## src/rtl/wdg_pkg.sv

```systemverilog
package wdg_pkg;
    typedef enum logic [1:0] {
        WD_IDLE    = 2'd0,
        WD_ARMED   = 2'd1,
        WD_GRACE   = 2'd2,
        WD_TRIPPED = 2'd3
    } wd_state_e;
endpackage

```

## src/rtl/wdg_key_gate.sv

```systemverilog
module wdg_key_gate #(
    parameter int KEY_W = 7
) (
    input  logic             clk,
    input  logic             rst_n,
    input  logic             wr_hit,
    input  logic             lock,
    input  logic             en_new,
    input  logic [KEY_W-1:0] key_new,
    output logic             accept,
    output logic             en_q
);
    logic [KEY_W-1:0] key_q;

    // The key check applies only once enabled; while disabled any key passes.
    always_comb begin
        accept = wr_hit && !lock && (!en_q || (key_new == ~key_q));
    end

    always_ff @(posedge clk or negedge rst_n) begin
        if (!rst_n) begin
            key_q <= '0;
            en_q  <= 1'b0;
        end else if (accept) begin
            key_q <= key_new;
            en_q  <= en_new;
        end
    end

    // while disabled, a write hit that is not locked must pass.
    p_open_when_disabled_r3: assert property (@(posedge clk) disable iff (!rst_n)
        (wr_hit && !lock && !en_q) |-> accept);
endmodule

```

## src/rtl/wdg_down_counter.sv

```systemverilog
module wdg_down_counter #(
    parameter int W = 9
) (
    input  logic         clk,
    input  logic         rst_n,
    input  logic         load,
    input  logic [W-1:0] load_val,
    input  logic         dec,
    output logic [W-1:0] cnt,
    output logic         zero
);
    always_ff @(posedge clk or negedge rst_n) begin
        if (!rst_n)
            cnt <= '0;
        else if (load)
            cnt <= load_val;
        else if (dec)
            cnt <= cnt - 1'b1;
    end

    assign zero = (cnt == '0);

    // a decrement moves the count down by exactly one.
    p_dec_step_r6: assert property (@(posedge clk) disable iff (!rst_n)
        (dec && !load && !zero) |=> (cnt == $past(cnt) - 1'b1));

    // a load takes the loaded value even when a decrement is also requested.
    p_load_wins_r11: assert property (@(posedge clk) disable iff (!rst_n)
        load |=> (cnt == $past(load_val)));
endmodule

```

## src/rtl/keyed_watchdog.sv

```systemverilog
module keyed_watchdog
    import wdg_pkg::*;
#(
    parameter int ADDR_W   = 8,
    parameter int DATA_W   = 32,
    parameter int CNT_W    = 9,
    parameter int KEY_W    = 7,
    parameter int GRACE    = 10,
    parameter int CTRL_OFS = 'h40,
    parameter int STAT_OFS = 'h44
) (
    input  logic              clk,
    input  logic              rst_n,
    input  logic              bus_wr,
    input  logic [ADDR_W-1:0] bus_addr,
    input  logic [DATA_W-1:0] bus_wdata,
    output logic [DATA_W-1:0] bus_rdata,
    input  logic              tick_en,
    output logic              nmi_o,
    output logic              rst_req_o
);
    localparam int EN_BIT  = CNT_W - 1;
    localparam int KEY_LSB = CNT_W;
    localparam logic [CNT_W-1:0] GRACE_CNT = CNT_W'(GRACE);

    wd_state_e        state_q, state_d;
    logic             wr_hit, accept, en_q, lock;
    logic             en_new;
    logic [KEY_W-1:0] key_new;
    logic [CNT_W-1:0] cnt_new, cnt, load_val;
    logic             load, dec, zero, running;

    assign wr_hit  = bus_wr && (bus_addr == ADDR_W'(CTRL_OFS));
    assign cnt_new = bus_wdata[CNT_W-1:0];
    assign en_new  = bus_wdata[EN_BIT];
    assign key_new = bus_wdata[KEY_LSB +: KEY_W];
    assign lock    = (state_q == WD_TRIPPED);

    wdg_key_gate #(.KEY_W(KEY_W)) u_key (
        .clk     (clk),
        .rst_n   (rst_n),
        .wr_hit  (wr_hit),
        .lock    (lock),
        .en_new  (en_new),
        .key_new (key_new),
        .accept  (accept),
        .en_q    (en_q)
    );

    // State register
    always_ff @(posedge clk or negedge rst_n) begin
        if (!rst_n)
            state_q <= WD_IDLE;
        else
            state_q <= state_d;
    end

    // Next state and counter control
    always_comb begin
        state_d  = state_q;
        load     = 1'b0;
        load_val = cnt_new;
        dec      = 1'b0;
        if (accept) begin
            load    = 1'b1;
            state_d = en_new ? WD_ARMED : WD_IDLE;
        end else begin
            unique case (state_q)
                WD_IDLE: ;
                WD_ARMED: begin
                    if (tick_en && zero) begin
                        state_d  = WD_GRACE;
                        load     = 1'b1;
                        load_val = GRACE_CNT;
                    end else if (tick_en) begin
                        dec = 1'b1;
                    end
                end
                WD_GRACE: begin
                    if (tick_en && zero)
                        state_d = WD_TRIPPED;
                    else if (tick_en)
                        dec = 1'b1;
                end
                WD_TRIPPED: ;
                default: state_d = WD_IDLE;
            endcase
        end
    end

    wdg_down_counter #(.W(CNT_W)) u_cnt (
        .clk      (clk),
        .rst_n    (rst_n),
        .load     (load),
        .load_val (load_val),
        .dec      (dec),
        .cnt      (cnt),
        .zero     (zero)
    );

    // Outputs
    always_comb begin
        running   = (state_q == WD_ARMED) || (state_q == WD_GRACE);
        nmi_o     = (state_q == WD_GRACE) || (state_q == WD_TRIPPED);
        rst_req_o = (state_q == WD_TRIPPED);
        bus_rdata = '0;
        if (bus_addr == ADDR_W'(STAT_OFS))
            bus_rdata[2:0] = {rst_req_o, nmi_o, running};
    end

    // a rejected write leaves the state and the counter alone.
    p_reject_holds_r4: assert property (@(posedge clk) disable iff (!rst_n)
        (wr_hit && !accept && !tick_en) |=> ($stable(state_q) && $stable(cnt)));

    // the first expiry enters grace with the grace count loaded.
    p_expiry_grace_r7: assert property (@(posedge clk) disable iff (!rst_n)
        (state_q == WD_ARMED && tick_en && zero && !accept) |=>
            (state_q == WD_GRACE && cnt == GRACE_CNT && nmi_o));

    // the reset request is sticky and always comes after the NMI.
    p_trip_sticky_r8: assert property (@(posedge clk) disable iff (!rst_n)
        rst_req_o |=> rst_req_o);
    p_nmi_first_r8: assert property (@(posedge clk) disable iff (!rst_n)
        $rose(rst_req_o) |-> $past(nmi_o));

    // an accepted write clears the NMI.
    p_accept_clears_nmi_r9: assert property (@(posedge clk) disable iff (!rst_n)
        accept |=> !nmi_o);

    // the enable state held by the key gate agrees with the running flag.
    p_enable_matches_r5: assert property (@(posedge clk) disable iff (!rst_n)
        (!lock) |-> (en_q == running));

    // reads away from the status offset return zero.
    p_rdata_quiet_r10: assert property (@(posedge clk) disable iff (!rst_n)
        (bus_addr != ADDR_W'(STAT_OFS)) |-> (bus_rdata == '0));
endmodule

```

## config.mk

```make
export PLATFORM = sky130hd
export DESIGN_NAME = keyed_watchdog
export DESIGN_NICKNAME = d
export VERILOG_FILES = /design/src/rtl/wdg_pkg.sv /design/src/rtl/wdg_key_gate.sv /design/src/rtl/wdg_down_counter.sv /design/src/rtl/keyed_watchdog.sv
export SDC_FILE = /design/constraint.sdc
export NUM_CORES = 1
export LEC_CHECK = 0
export CAP_MARGIN = 20
export CORE_MARGIN = 2
export CORE_UTILIZATION = 42
export DETAILED_ROUTE_END_ITERATION = 6
export GPL_TIMING_DRIVEN = 0
export PLACE_DENSITY = 0.95
export REMOVE_ABC_BUFFERS = 1
export SKIP_LAST_GASP = 1
export SLEW_MARGIN = 20
export SYNTH_ARGS = -nofsm -noshare
export SYNTH_HDL_FRONTEND = slang
export SYNTH_SLANG_ARGS = --single-unit
export TNS_END_PERCENT = 1
```

## constraint.sdc

```tcl
create_clock -name clk -period 5.55 [get_ports clk]
set_input_delay 0.8325 -clock clk [delete_from_list [all_inputs] [get_ports clk]]
set_output_delay 0.8325 -clock clk [all_outputs]
set_load 0.005 [all_outputs]
```

==> results.ini <==
[status]
status=finished clean

[drt]
antenna_left=0
drc=0
postRouteWirelength_um=2510
wire_per_inst_um=11.8
first_pass_iters=4
avgViaCountPerCell=4.57
vias=973
drtIter0Drc=18

[synth]
seq_area_frac_synth_pct=33.3
netlist_top_cells_area=dfrtp_1 (33%), buf_4 (15%), mux2_4 (7.4%)
ys_types=38
avgSynthCellArea_um2=10.7
yosysTopAreaCellShare_pct=33.3
synth_area_um2=1430
async_flop_share_pct=100
yosysTopAreaCell=dfrtp_1
synth-seq-cells=19
synth_ff_type=dfrtp_1
ys.warnings.count=0
syn-instance-count=133
synth_enable_flop_cells=0

[timing]
worst_pin_slew_ns=0.874
setup_violations=0
slew_headroom_pct=41.5
clock.fmax_mhz=276
rsz0062_at_grt=no
hold_viol=0
finalCriticalPeriod_ns=3.62
tns_ns=0
finalMaxSlewViolations=0
fin_crit_sh_pct=65.2
skew_ns=0.00366

[floorplanning]
die_y_um=62.3
rows=21
start_util_pct=43.1
dieArea_um2=3880
die_w_um=62.3
ios=78
core_area_um2=3310

[run]
maxCapViolCount=0

[power]
clockPowerShare_pct=13.9
p_int_uw=345
fin_total_pwr_uw=537
pwr-share-seq_pct=40.2
switching_share_pct=35.7
total_leakage_power_uw=0.000826
vdd_drop_max_mv=0.120
switchingPower_uw=192
powerDensity_nw_per_um2=314
p_comb_share_pct=45.9

[critical_path]
crit_arrival_ns=2.79
rr_endpoint=u_cnt.cnt[7]
path_common_cell=clkdlybuf4s50_1
r2r_slack_ns=3.56
r2r_cells=7
crit_chain=clkdlybuf4s50_1 -> or4b_4 -> nor4_4 -> nand2_1 -> nor2_1 -> clkdlybuf4s50_1
slowest_delay_ns=0.54
crit_path_start=bus_addr[5]
crit_family=simple AND/OR/NAND/NOR gates
critPathMaxFanout=4
crit_buf_inv=2
reg2reg_from=u_cnt.cnt[1]
crit_end=bus_rdata[0]
setup.worst_path.class=in2out
endpoint_kind=output pin
slowest_stage=or4b_4
crit_required_ns=4.72
crit_cells=6
start_kind=input pin

[clocking]
post_cts_buffers=0
cts_root_buf=clkbuf_4
ctsHoldBuffers=0
clk_path_buf_depth=2
clk_latency_ns=0.32
cts_tree=built
clk_pin_slew_worst_paths_ns=0.11
cts_num_sinks=19
cts_buffers=3
ctsResizeCount=0
htree_levels=1

[finish]
drive_gt1_share_pct=13.2
antenna_cells=0
fin_nets=216
fill_cells=314
area_growth_syn_to_layout_pct=19.7
mostFrequentLayoutCell=clkdlybuf4s50_1
mostFrequentLayoutCells=clkdlybuf4s50_1 (32), conb_1 (29), dfrtp_1 (19)
fin_area_um2=1710

[placed_design]
port_buffers=32
hpwl_um=2030
gp_congestion=0.795
placed_area_um2=1680

[global_routing]
grt_max_degree=20
antenna_found_initial=0
grt.total_usage_pct=14.6
grt_pass1_vias=1028
grt_pass1_wl_um=4410
grt.overflow.total=0

[worst_hold_path]
worstHoldPathType=reg2reg

==> worst min path at each step <==
stage,from,end,slack (ns),cells past startpoint
finish,u_key.key_q[3],u_key.key_q[3],0.53,1
global route,u_key.key_q[1],u_key.key_q[1],0.55,1
CTS,u_key.key_q[1],u_key.key_q[1],0.54,1
detailed placement,u_key.key_q[1],u_key.key_q[1],0.51,1
global placement,u_key.key_q[3],u_key.key_q[3],0.49,1
floorplan,u_key.key_q[1],u_key.key_q[1],0.48,1
==> cells by family (layout without fill, tap and decap cells) <==
kind of cell | Yosys count | count (layout) | synth area share [%]
multiplexers | 20 | 20 | 17.3
other | 1 | 29 | 0.263
AND/OR/NAND/NOR | 27 | 27 | 13.7
adder cells (fa/ha/maj) | 4 | 4 | 3.51
AO/OA/AOI/OAI | 11 | 11 | 6.14
XOR/XNOR | 12 | 12 | 7.37
buffers and inverters | 39 | 45 | 18.4
flip-flops | 19 | 19 | 33.3
==> power groups by stage <==
stage                     clock [uW]  combinational, uW  sequential (uW)
after floorplan                    0                179              210
after global placement             0                238              217
after detailed placement           0                249              219
after CTS                       79.3                249              217
after global routing            85.1                278              225
final                           74.7                246              216
==> flip-flops by register name, summed over array words and instances (netlist names) <==
signal / cells
state_q: 2
u_cnt.cnt: 9
u_key.en_q: 1
u_key.key_q: 7
==> synth_stat cells (2+ instances only) <==
cell / count
and3_1: 3
buf_4: 29
dfrtp_1: 19
ha_1: 4
inv_1: 9
mux2_1: 4
mux2_2: 5
mux2_4: 7
mux2i_1: 4
nand2_1: 5
nand4_1: 2
nor2_1: 4
o21a_1: 2
o21ai_0: 2
xnor2_1: 8
xor2_1: 4
==> layer usage <==
| layer | routed length (um) | global-route usage, % | vias to the layer above |
|---|---|---|---|
| li1 | - | - | 467 |
| met1 | 924 | 14.6 | 468 |
| met2 | 1350 | 26.6 | 33 |
| met3 | 175 | 4.53 | 5 |
| met4 | 57 | 8.06 | 0 |
| met5 | 0 | 0 | - |
==> metrics by stage <==
stage	cells	hold slack [ns]	util [%]	setup slack, ns
after CTS	213	0.538	51.6	1.92
after floorplan	131	0.484	-	2.91
final	213	0.529	51.6	1.93
after global routing	213	0.553	51.6	1.87
after global placement	209	0.494	50.8	1.93
after detailed placement	209	0.510	50.8	1.93
==> layout make-up <==
cell class                      count  area, um^2  area share (%)
Clock buffer                        3        22.5            1.32
Clock inverter                      1        5.00           0.293
Inverter                            9        33.8            1.98
Multi-Input combinational cell    103         793            46.4
Sequential cell                    19         475            27.8
Tap cell                           46        57.6            3.37
Timing Repair Buffer               32         320            18.8
Note: power is estimated with default switching activity, not from simulation.
